===== src/rtl/crb_pkg.sv =====
package crb_pkg;

  localparam int FIELD_W = 4;

  typedef enum logic [1:0] {
    OP_CMP    = 2'd0,
    OP_BITOP  = 2'd1,
    OP_BRANCH = 2'd2,
    OP_LDCNT  = 2'd3
  } crb_op_e;

  typedef enum logic [1:0] {
    BF_AND  = 2'd0,
    BF_OR   = 2'd1,
    BF_XOR  = 2'd2,
    BF_NAND = 2'd3
  } crb_bitfn_e;

  // lt sits in bit 0 of a field, so overflow is the top bit
  typedef struct packed {
    logic so;
    logic eq;
    logic gt;
    logic lt;
  } crb_field_t;

endpackage


===== src/rtl/crb_compare.sv =====
module crb_compare
  import crb_pkg::*;
#(
  parameter int DATA_W = 16
) (
  input  logic [DATA_W-1:0] a,
  input  logic [DATA_W-1:0] b,
  input  logic              is_signed,
  input  logic              sticky,
  output crb_field_t        res
);

  logic less;

  always_comb begin
    if (is_signed) less = ($signed(a) < $signed(b));
    else           less = (a < b);
    res.eq = (a == b);
    res.lt = less;
    res.gt = !less && (a != b);
    res.so = sticky;
  end

endmodule


===== src/rtl/crb_condreg.sv =====
module crb_condreg
  import crb_pkg::*;
#(
  parameter int NFIELD = 8,
  localparam int CR_W  = NFIELD * FIELD_W,
  localparam int BW    = $clog2(CR_W),
  localparam int SW    = $clog2(NFIELD)
) (
  input  logic            clk,
  input  logic            rst,
  input  logic            cmp_we,
  input  logic [SW-1:0]   cmp_sel,
  input  crb_field_t      cmp_val,
  input  logic            bit_we,
  input  logic [BW-1:0]   src_a_idx,
  input  logic [BW-1:0]   src_b_idx,
  input  logic [BW-1:0]   dst_idx,
  input  logic [1:0]      fn,
  input  logic [BW-1:0]   rd_idx,
  output logic            rd_bit,
  output logic [CR_W-1:0] cr_q
);

  logic [FIELD_W-1:0] fld_q [NFIELD];
  logic sa, sb, bit_res;

  always_comb begin
    sa = cr_q[src_a_idx];
    sb = cr_q[src_b_idx];
    unique case (crb_bitfn_e'(fn))
      BF_AND:  bit_res = sa & sb;
      BF_OR:   bit_res = sa | sb;
      BF_XOR:  bit_res = sa ^ sb;
      default: bit_res = ~(sa & sb);
    endcase
  end

  assign rd_bit = cr_q[rd_idx];

  for (genvar g = 0; g < NFIELD; g++) begin : g_fld
    always_ff @(posedge clk) begin
      if (rst) begin
        fld_q[g] <= '0;
      end else if (cmp_we && cmp_sel == SW'(g)) begin
        fld_q[g] <= cmp_val;
      end else if (bit_we && dst_idx[BW-1:2] == SW'(g)) begin
        fld_q[g][dst_idx[1:0]] <= bit_res;
      end
    end

    assign cr_q[g*FIELD_W +: FIELD_W] = fld_q[g];

    AST_CMP_ONE_RELATION: assert property (@(posedge clk) disable iff (rst)
      (cmp_we && cmp_sel == SW'(g)) |=> ($countones(fld_q[g][2:0]) == 1));

    AST_CMP_OTHER_FIELDS: assert property (@(posedge clk) disable iff (rst)
      (cmp_we && cmp_sel != SW'(g)) |=> $stable(fld_q[g]));

    AST_SO_COPY: assert property (@(posedge clk) disable iff (rst)
      (cmp_we && cmp_sel == SW'(g)) |=> (fld_q[g][3] == $past(cmp_val.so)));

    AST_BITOP_OTHER_FIELDS: assert property (@(posedge clk) disable iff (rst)
      (bit_we && dst_idx[BW-1:2] != SW'(g)) |=> $stable(fld_q[g]));
  end

endmodule


===== src/rtl/crb_branch_eval.sv =====
module crb_branch_eval #(
  parameter int ADDR_W = 16,
  parameter int CNT_W  = 8
) (
  input  logic              clk,
  input  logic              rst,
  input  logic              br_we,
  input  logic              ld_we,
  input  logic [CNT_W-1:0]  ld_val,
  input  logic [4:0]        ctl,
  input  logic              cond_bit,
  input  logic [ADDR_W-1:0] pc,
  input  logic [ADDR_W-1:0] target,
  output logic [CNT_W-1:0]  ctr_q,
  output logic [ADDR_W-1:0] lr_q,
  output logic              taken_q,
  output logic [ADDR_W-1:0] npc_q,
  output logic              done_q
);

  logic [CNT_W-1:0]  ctr_next;
  logic [ADDR_W-1:0] seq_pc;
  logic ctr_ok, cond_ok, take;

  always_comb begin
    ctr_next = ctl[2] ? ctr_q : (ctr_q - CNT_W'(1));
    ctr_ok   = ctl[2] || ((ctr_next == '0) == ctl[1]);
    cond_ok  = ctl[4] || (cond_bit == ctl[3]);
    take     = ctr_ok && cond_ok;
    seq_pc   = pc + ADDR_W'(4);
  end

  always_ff @(posedge clk) begin
    if (rst) begin
      ctr_q   <= '0;
      lr_q    <= '0;
      taken_q <= 1'b0;
      npc_q   <= '0;
      done_q  <= 1'b0;
    end else begin
      done_q <= br_we;
      if (ld_we) ctr_q <= ld_val;
      if (br_we) begin
        ctr_q   <= ctr_next;
        taken_q <= take;
        npc_q   <= take ? target : seq_pc;
        if (ctl[0]) lr_q <= seq_pc;
      end
    end
  end

  AST_COND_BLOCKS: assert property (@(posedge clk) disable iff (rst)
    (br_we && !ctl[4] && (cond_bit != ctl[3])) |=> !taken_q);

  AST_CTR_HOLD: assert property (@(posedge clk) disable iff (rst)
    (br_we && ctl[2]) |=> $stable(ctr_q));

  AST_CTR_DEC: assert property (@(posedge clk) disable iff (rst)
    (br_we && !ctl[2]) |=> (ctr_q == $past(ctr_q) - CNT_W'(1)));

  AST_NEXT_PC: assert property (@(posedge clk) disable iff (rst)
    br_we |=> (done_q && (npc_q == (taken_q ? $past(target) : $past(pc) + ADDR_W'(4)))));

  AST_LINK_WRITE: assert property (@(posedge clk) disable iff (rst)
    (br_we && ctl[0]) |=> (lr_q == $past(pc) + ADDR_W'(4)));

  AST_LINK_HOLD: assert property (@(posedge clk) disable iff (rst)
    (!(br_we && ctl[0])) |=> $stable(lr_q));

  AST_CTR_LOAD: assert property (@(posedge clk) disable iff (rst)
    ld_we |=> (ctr_q == $past(ld_val)));

endmodule


===== src/rtl/cr_branch_unit.sv =====
module cr_branch_unit
  import crb_pkg::*;
#(
  parameter int DATA_W = 16,
  parameter int ADDR_W = 16,
  parameter int CNT_W  = 8,
  parameter int NFIELD = 8,
  localparam int CR_W  = NFIELD * FIELD_W,
  localparam int BW    = $clog2(CR_W),
  localparam int SW    = $clog2(NFIELD)
) (
  input  logic              clk,
  input  logic              rst,
  input  logic              op_valid,
  input  logic [1:0]        op_kind,
  input  logic [DATA_W-1:0] src_a,
  input  logic [DATA_W-1:0] src_b,
  input  logic              cmp_signed,
  input  logic [SW-1:0]     cmp_field,
  input  logic              sticky_ov,
  input  logic [BW-1:0]     bit_a,
  input  logic [BW-1:0]     bit_b,
  input  logic [BW-1:0]     bit_dst,
  input  logic [1:0]        bit_fn,
  input  logic [4:0]        br_ctl,
  input  logic [BW-1:0]     cond_sel,
  input  logic [ADDR_W-1:0] pc,
  input  logic [ADDR_W-1:0] target,
  input  logic [CNT_W-1:0]  count_in,
  output logic [CR_W-1:0]   cr_out,
  output logic [CNT_W-1:0]  count_out,
  output logic [ADDR_W-1:0] link_out,
  output logic              taken,
  output logic [ADDR_W-1:0] next_pc,
  output logic              br_done
);

  logic cmp_we, bit_we, br_we, ld_we, cond_bit;
  crb_field_t cmp_res;

  always_comb begin
    cmp_we = op_valid && (crb_op_e'(op_kind) == OP_CMP);
    bit_we = op_valid && (crb_op_e'(op_kind) == OP_BITOP);
    br_we  = op_valid && (crb_op_e'(op_kind) == OP_BRANCH);
    ld_we  = op_valid && (crb_op_e'(op_kind) == OP_LDCNT);
  end

  crb_compare #(.DATA_W(DATA_W)) u_cmp (
    .a         (src_a),
    .b         (src_b),
    .is_signed (cmp_signed),
    .sticky    (sticky_ov),
    .res       (cmp_res)
  );

  crb_condreg #(.NFIELD(NFIELD)) u_cr (
    .clk       (clk),
    .rst       (rst),
    .cmp_we    (cmp_we),
    .cmp_sel   (cmp_field),
    .cmp_val   (cmp_res),
    .bit_we    (bit_we),
    .src_a_idx (bit_a),
    .src_b_idx (bit_b),
    .dst_idx   (bit_dst),
    .fn        (bit_fn),
    .rd_idx    (cond_sel),
    .rd_bit    (cond_bit),
    .cr_q      (cr_out)
  );

  crb_branch_eval #(.ADDR_W(ADDR_W), .CNT_W(CNT_W)) u_br (
    .clk      (clk),
    .rst      (rst),
    .br_we    (br_we),
    .ld_we    (ld_we),
    .ld_val   (count_in),
    .ctl      (br_ctl),
    .cond_bit (cond_bit),
    .pc       (pc),
    .target   (target),
    .ctr_q    (count_out),
    .lr_q     (link_out),
    .taken_q  (taken),
    .npc_q    (next_pc),
    .done_q   (br_done)
  );

  AST_IDLE_HOLD: assert property (@(posedge clk) disable iff (rst)
    !op_valid |=> ($stable(cr_out) && $stable(count_out) && $stable(link_out)));

  AST_DONE_ONLY_BRANCH: assert property (@(posedge clk) disable iff (rst)
    !br_we |=> !br_done);

endmodule


===== config.mk =====
export PLATFORM = sky130hd
export DESIGN_NAME = cr_branch_unit
export DESIGN_NICKNAME = d
export VERILOG_FILES = /design/src/rtl/crb_pkg.sv /design/src/rtl/crb_compare.sv /design/src/rtl/crb_condreg.sv /design/src/rtl/crb_branch_eval.sv /design/src/rtl/cr_branch_unit.sv
export SDC_FILE = /design/constraint.sdc
export NUM_CORES = 1
export LEC_CHECK = 0
export ABC_AREA = 1
export BUFFER_PORTS_ARGS = -buffer_cell sky130_fd_sc_hd__buf_2
export CAP_MARGIN = 20
export CORE_MARGIN = 3
export CORE_UTILIZATION = 37
export DETAILED_ROUTE_END_ITERATION = 8
export MAX_ROUTING_LAYER = met4
export PLACE_DENSITY = 0.68
export SYNTH_ARGS = -nofsm -noshare
export SYNTH_HDL_FRONTEND = slang
export SYNTH_HIERARCHICAL = 1
export SYNTH_SLANG_ARGS = --single-unit

===== constraint.sdc =====
create_clock -name clk -period 5.9 [get_ports clk]
set_input_delay 0.59 -clock clk [delete_from_list [all_inputs] [get_ports clk]]
set_output_delay 0.59 -clock clk [all_outputs]
set_load 0.02 [all_outputs]

======== Word-level counts from Yosys, hierarchy flattened ========
Memories as Yosys holds them, arrays and structs flattened.
Cells that the tools add are included.
word-level totals
  flip-flop bits (word level) ............. 42
  bits in latches ......................... 0
  bits in writable memories ............... 32
  memory bits (read-only) ................. 0
  output and inout port bits .............. 74
  logic and storage cells ................. 227
  memories kept ........................... 1
operators by class
  add/sub/neg operators ................... 2
  multipliers ............................. 0
  div/mod/pow operators ................... 0
  $lt $le $gt $ge ......................... 7
  eq/ne operators ......................... 23
  shift-type cells ........................ 0
  muxes and demuxes ....................... 112
  bitwise logic cells ..................... 44
  reduce and logical (&&, ||, !) cells .... 33
memory list
  name        depth  width  read ports  clocked after memory_dff  write ports  RTL line           source
  u_cr.fld_q  8      4      8           0                         8            crb_condreg.sv:24  logic [FIELD_W-1:0] fld_q [NFIELD];
operators by type and width
  operator               number
  $mux 1                 87
  $mux 4                 16
  $or 1x1->1             41
  $lt 16x16->1           2
  $eq 3x3->1 const B     8
  $mux 8                 3
  $logic_and 1x1->1      23
  $lt 5x6->1 const B     3
  $add 16x3->16 const B  1
  $eq 16x16->1           1
  $mux 16                1
  $ne 16x16->1           1
  $bmux 1 s5             3
  $eq 3x2->1 const B     4
  $logic_not 8->1        1
  $sub 8x1->8 const B    1
  $eq 2x2->1 const B     3
  $eq 3x1->1 const B     2
  $logic_not 3->1        2
  $eq 2x1->1 const B     2
  $logic_not 2->1        2
  $lt 2x3->1 const B     1
  $pmux 1 s3             1
  $demux 1 s2            1
  9 further kinds        11

======== Logic depth before layout (Yosys ltp) ========
Gate-level depths: netlist of run 1.
  depth in word-level cells ............... 8
  depth in mapped cells ................... 19

======== Hierarchy ========
Netlist of run 1, hierarchy kept.
modules (own cells, without submodules)
  module           times used  cells an instance  area an instance (um^2)
  crb_condreg      1           488                3,044.2
  crb_branch_eval  1           336                2,328.5
  crb_compare      1           81                 488.0
  cr_branch_unit   1           8                  30.0

======== Worst setup path before layout of run 1 ========
No wires, ideal clock.
  path type ............................... input-to-reg
  from .................................... in bit_a[0]
  to ...................................... mem u_cr.fld_q[2][2] (netlist: u_cr/fld_q[0][10]) (data pin)
  setup time .............................. 0.256 ns
  arrival ................................. 2.213 ns
  path slack .............................. 3.431 ns
  stages on the path ...................... 18
  path buffers ............................ 3
  path through ............................ buf_4 inv_4 buf_6 nand2_1 nand3_1 nand3_1 nand2_1 nand2_1 nand3_1 nand2_1 ha_1 nand2_1 nand2_1 a21oi_1 o21ai_1 inv_1 buf_2 o21ai_1
RTL lines
  item             RTL line              source
  start, declared  cr_branch_unit.sv:21  input logic [BW-1:0] bit_a,
  end, declared    crb_condreg.sv:24

==> results.cfg, run 1 <==
[run_status]
status = completed

[finish]
diodes = 0
drive_above_1_share_pct = 22.32
area_delta_synth_final_pct = 20.22
register_area_um2 = 1802
multi_input_area_um2 = 3324
fillers = 1653
final_nets = 1196

[global_route]
antenna_found_initial = 0
gr-usage-all-layers_pct = 21.51
grt_pass1_vias = 6002
grt_pass1_wl_um = 29730
grt_overflow = 0
grt_max_degree = 39

[power_and_ir_drop]
p_int_w = 0.001027
p_sw_w = 0.0004511
power_w = 0.001478
ir_drop_uv = 105.5
switching_share_pct = 30.51
p_per_area_nw_per_um2 = 208.8
comb_power_share_pct = 22.6
seqPwrFrac_pct = 39.1
p_clk_share_pct = 38.4
power_leakage_nw = 3.649

[cts]
clkSlewWorstSetupHoldPaths_ps = 60
clk_latency_ps = 340
cts_hold_buffers = 0
max-clock-path-buffers = 2
numCtsBuffers = 9
cts_tree = done
clock-sinks = 74
cts_resized = 0
cts_setup_buffers = 0
htreeDepth = 3
root_buffer = clkbuf_16

[setup_path]
startpoint_type = input port
rr_worst_depth = 14
reg2reg_from = u_cr/fld_q[1][1]
r2r_slack_ps = 2840
endpoint_kind = flop
crit_path_max_fanout = 30
reg2reg_to = u_cr/fld_q[1][8]
worstSetupPathType = input port to flop
cp_data_required_time_ps = 5940
worstPathArrival_ps = 3230

[yosys]
syn_inst = 913
synth_top_family_by_area = simple AND/OR/NAND/NOR gates
ys_seq_elements = 74
syn_nets = 1042
synthTopCellsByCount = nand2_1, nand3_1, inv_1, nor2_1, dfxtp_1
synth-edff-count = 32
synth_fa_ha_area_share_pct = 4.248
ys_seq_area_share_pct = 30.59
yosys_warnings = 6
yosys.area.top_type_share_pct = 21.03
yosysTopAreaCell = nand2_1
yosys_most_used_dff = dfxtp_1
syn_area_per_cell_um2 = 6.452
ys_types = 40
syn-cell-area_um2 = 5891
synth_area_leaders = nand2_1, edfxtp_1, dfxtp_1
async_reset_ff_share_pct = 0
synth_mux_area_share_pct = 0
synth-simple-area-share_pct = 40.40
yosysMostFrequentCell = nand2_1
synth-compound-area-share_pct = 9.664
synth-xor-area-share_pct = 2.082

[drt]
routed_wl_um = 18700
routedWlPerCell_um = 14.59
vias = 6397
drtIter0Drc = 684
first_pass_iters = 5
viasPerCell = 4.990
drc = 0
antenna_left = 0

[placed_design]
port_buffers = 182
dp_hpwl_um = 14270
place_congestion = 0.9357

[die]
dieArea_um2 = 17470
die_h_um = 132.2
die-width_um = 132.2
start_util_pct = 38.32
rows = 45
io_pins = 183
core_um2 = 15370

[sta]
max_freq_mhz = 313.6
hold_viol_final = 0
skew_ps = 7.818
max_slew.worst_pin.slew_ps = 1019
slew_viol_final = 0
tns_ps = 0
rsz0062_at_grt = no
setup_violations = 0
slew_headroom_pct = 31.97
fin_crit_ps = 3189
period_share_pct = 54.05

[hold_path]
hold_class = flop to flop
hp-start = u_br/npc_q[14]
worstHoldEndpoint = u_br/npc_q[14]
min_delay_path_depth = 2

[job]
cap_violations = 0
## through the flow
stage / worst slack (ps) / hold slack (ps) / area (um^2) / std cells / utilization, %
floorplan: 3431 / 537.7 / 5891 / 913 / -
global placement: 2490 / 448.8 / 6764 / 1267 / 44.00
detailed placement: 2431 / 454.6 / 6764 / 1267 / 44.00
CTS: 2786 / 463.6 / 7082 / 1282 / 46.07
global route: 2415 / 482.3 / 7082 / 1282 / 46.07
finish: 2711 / 462.8 / 7082 / 1282 / 46.07
## layer usage
layer / GRT usage (%) / vias up / part of all wire, %
met5: - / - / 0
met4: 7.102 / 0 / 2.8
met3: 3.511 / 44 / 6.7
met2: 34.04 / 255 / 46
met1: 28.17 / 2847 / 44
li1: - / 3251 / -
## registers in the layout, indices dropped and copies added (netlist names)
signal        cells
u_cr/fld_q       32
u_br/npc_q       16
u_br/lr_q        16
u_br/done_q       1
u_br/taken_q      1
u_br/ctr_q        8
## power groups by stage
stage	logic, W	clock network [W]	registers [W]
floorplan	0.000213	0	0.000604
global placement	0.000328	0	0.000588
detailed placement	0.000331	0	0.000588
CTS	0.000332	0.000582	0.000577
global route	0.000374	0.000605	0.000580
finish	0.000333	0.000567	0.000577
## layout make-up
type                    instances  share of cell area (%)
well taps                     211                   3.728
inverters                     118                   6.431
repair buffers                183                   12.97
clock buffers                  13                   4.293
clock inverters                 2                  0.1943
multi-input cells             681                   46.94
flip-flops and latches         74                   25.44
## kinds of logic (layout without fill, tap and decap cells)
kind of cell	after synthesis	after routing
adder cells (fa/ha/maj)	20	20
flip-flops	74	74
AO/OA/AOI/OAI	101	101
AND/OR/NAND/NOR	546	546
buffers and inverters	158	316
XOR/XNOR	14	14
## worst max-delay path: stages
cell and delay [ps]:
buf_2 270, inv_4 140, nand2_1 90, nand3_1 70
nand3_1 100, nand2_1 70, nand2_1 80, nand3_1 70
nand2_1 110, ha_1 240, nand2_1 60, nand2_1 50
a21oi_1 120, o21ai_1 180, inv_1 790, o21ai_1 180
## cell usage in the layout, fill, tap and decap left out, drive strengths merged
cell / n
a21o: 1
a21oi: 35
a31oi: 2
buf: 183
clkbuf: 13
clkinv: 5
dfxtp: 42
edfxtp: 32
ha: 20
inv: 115
nand2: 336
nand3: 136
nand4: 5
nor2: 55
nor3: 8
nor3b: 2
nor4: 2
o211ai: 11
o21ai: 50
o221a: 2
or2: 2
xnor2: 6
xor2: 8
## worst max path at each step
stage	from	endpoint	depth (start not counted)	slack, ps
after global placement	bit_b[0]	u_cr/fld_q[1][11]	16	2490
final	bit_b[0]	u_cr/fld_q[1][8]	16	2710
after floorplan	bit_a[0]	u_cr/fld_q[0][10]	18	3430
after detailed placement	bit_b[0]	u_cr/fld_q[1][8]	16	2430
after global routing	bit_a[0]	u_cr/fld_q[1][8]	16	2420
after CTS	bit_b[0]	u_cr/fld_q[1][8]	16	2790
(Power assumes the default switching activity.)
==> run 2: changes to the inputs <==
--- a/config.mk
+++ b/config.mk
@@ -12,7 +12,7 @@
 export CORE_UTILIZATION = 37
 export DETAILED_ROUTE_END_ITERATION = 8
 export MAX_ROUTING_LAYER = met4
-export PLACE_DENSITY = 0.68
+export PLACE_DENSITY = 0.7
 export SYNTH_ARGS = -nofsm -noshare
 export SYNTH_HDL_FRONTEND = slang
 export SYNTH_HIERARCHICAL = 1
==> constraint.sdc (replaced) <==
create_clock -name clk -period 2.8 [get_ports clk]
set_input_delay 0.28 -clock clk [delete_from_list [all_inputs] [get_ports clk]]
set_output_delay 0.28 -clock clk [all_outputs]
set_load 0.02 [all_outputs]
==> results.cfg, run 2 (same netlist as run 1, synthesis figures left out) <==
[finish]
largest_reg_flops = 32
final_nets = 1204
diodes = 0
final_common_cell = nand2_1
stdcell_area_um2 = 7146
reg.largest.list = u_cr/fld_q: 32 flops, u_br/lr_q: 16 flops, u_br/npc_q: 16 flops
mostFrequentLayoutCells = nand2_1, buf_2, nand3_1
fillers = 1575
drive_above_1_share_pct = 22.98
area_delta_synth_final_pct = 21.30
stdcell_count = 1290
top_register = u_cr/fld_q

[cts]
clk_latency_ps = 340
htreeDepth = 3
cts_setup_buffers = 0
cts_resized = 0
clock-sinks = 74
numCtsBuffers = 9
max-clock-path-buffers = 2
cts_hold_buffers = 0
clkSlewWorstSetupHoldPaths_ps = 60
root_buffer = clkbuf_16
cts_tree = done

[setup_path]
critPathMaxStageDelay_ps = 520
path_common_cell = nand2_1
crit_slowest_cell = edfxtp_1
critPathTopFamily = simple AND/OR/NAND/NOR gates
reg2reg_to = u_cr/fld_q[1][10]
rr_worst_depth = 15
crit_path_max_fanout = 30
reg2reg_from = u_cr/fld_q[0][12]
cp.depth = 15
crit_chain = nand2_1 > nand3_1 > nand3_1 > nand2_1 > nand2_1 > nand3_1 > nand2_1 > ha_1 > nand2_1 > nand2_1 > a21oi_1 > o21ai_1 > inv_1 > buf_12 > o21ai_1
worstSetupPathType = flop to flop
cp_data_required_time_ps = 2880
cp-endpoint = u_cr/fld_q[1][10]
endpoint_kind = flop
startpoint = u_cr/fld_q[0][12]
worstPathArrival_ps = 2510
startpoint_type = flop
r2r_slack_ps = 370
path_buf_inv = 2

[sta]
period_share_pct = 86.82
slew_headroom_pct = 54.31
skew_ps = 8.566
max_freq_mhz = 411.3
setup_violations = 0
hold_ws_ps = 184.4
hold_viol_final = 0
rsz0062_at_grt = no
tns_ps = 0
max_slew.worst_pin.slew_ps = 682.9
fin_crit_ps = 2431
slew_viol_final = 0

[die]
die-width_um = 132.2
die_h_um = 132.2
dieArea_um2 = 17470
core_um2 = 15370
rows = 45
io_pins = 183
start_util_pct = 38.32

[power_and_ir_drop]
power_w = 0.003133
ir_drop_uv = 291.2
p_per_area_nw_per_um2 = 438.4
power_leakage_nw = 3.690

[global_route]
gr-usage-all-layers_pct = 20.97
grt_pass1_wl_um = 29380
antenna_found_initial = 0
grt_max_degree = 38
grt_pass1_vias = 5935
grt_overflow = 0

[drt]
drtIter0Drc = 692
first_pass_iters = 5
viasPerCell = 5.034
routedWlPerCell_um = 14.22
antenna_left = 0
routed_wl_um = 18340
vias = 6494
drc = 0

[placed_design]
placed_area_um2 = 6837
place_congestion = 0.9993
port_buffers = 182
place_inst = 1275
dp_hpwl_um = 14200

[run_status]
status = completed

[hold_path]
hold_class = input port to flop

[job]
cap_violations = 0
==> run 2: cell count changes in the layout (fill, tap and decap cells not counted) <==
cell and delta:
bufinv_16 +1, clkbuf_16 -2, inv_6 +1, inv_4 +1
buf_4 +7, clkbuf_1 -1, buf_12 +1
==> run 2: where the power goes <==
part | switching [W] | internal [W] | leakage, nW
sequential | 0.0000463 | 0.00117 | 0.681
clock | 0.000454 | 0.000742 | 0.154
combinational | 0.000469 | 0.000253 | 2.86
total | 0.000969 | 0.00216 | 3.69
==> run 2: worst min-delay path by stage <==
stage | slack [ps] | endpoint | start | cells past startpoint
after global routing | 190 | u_br/lr_q[2] | pc[2] | 2
final | 180 | u_br/lr_q[2] | pc[2] | 2
after detailed placement | 450 | u_br/npc_q[6] | u_br/npc_q[6] | 2
after global placement | 450 | u_br/npc_q[10] | u_br/npc_q[10] | 2
after floorplan | 370 | u_br/lr_q[2] | pc[2] | 1
after CTS | 180 | u_br/lr_q[2] | pc[2] | 2
==> run 2: stage by stage <==
step                      setup WS, ps  utilization, %
after floorplan                  640.7               -
after global placement           304.6           44.48
after detailed placement         243.9           44.48
after CTS                        380.9           46.49
after global routing             131.1           46.49
final                            368.9           46.49
==> run 2: routing by layer <==
layer	track usage [%]	vias to the layer above	share of wire [%]	routed length [um]
met5	-	-	0	0
met3	3.893	36	8.1	1490
li1	-	3250	-	-
met4	6.582	0	2.6	472
met2	33.30	296	46	8466
met1	27.22	2912	43	7910
==> run 2: layout make-up <==
cell class | count | area (um^2) | share of cell area, %
flip-flops and latches | 74 | 1802 | 25.21
clock buffers | 10 | 250.2 | 3.502
multi-input cells | 681 | 3324 | 46.52
well taps | 211 | 264.0 | 3.695
inverters | 118 | 455.4 | 6.374
repair buffers | 191 | 991.0 | 13.87
clock inverters | 5 | 58.81 | 0.8230
==> run 2: worst reg2reg max path: stages (launching register included) <==
cell,delay [ps]
edfxtp_1,520
nand2_1,90
nand3_1,80
nand3_1,80
nand2_1,90
nand2_1,70
nand3_1,90
nand2_1,60
ha_1,280
nand2_1,60
nand2_1,50
a21oi_1,110
o21ai_1,150
inv_1,130
buf_12,200
o21ai_1,100
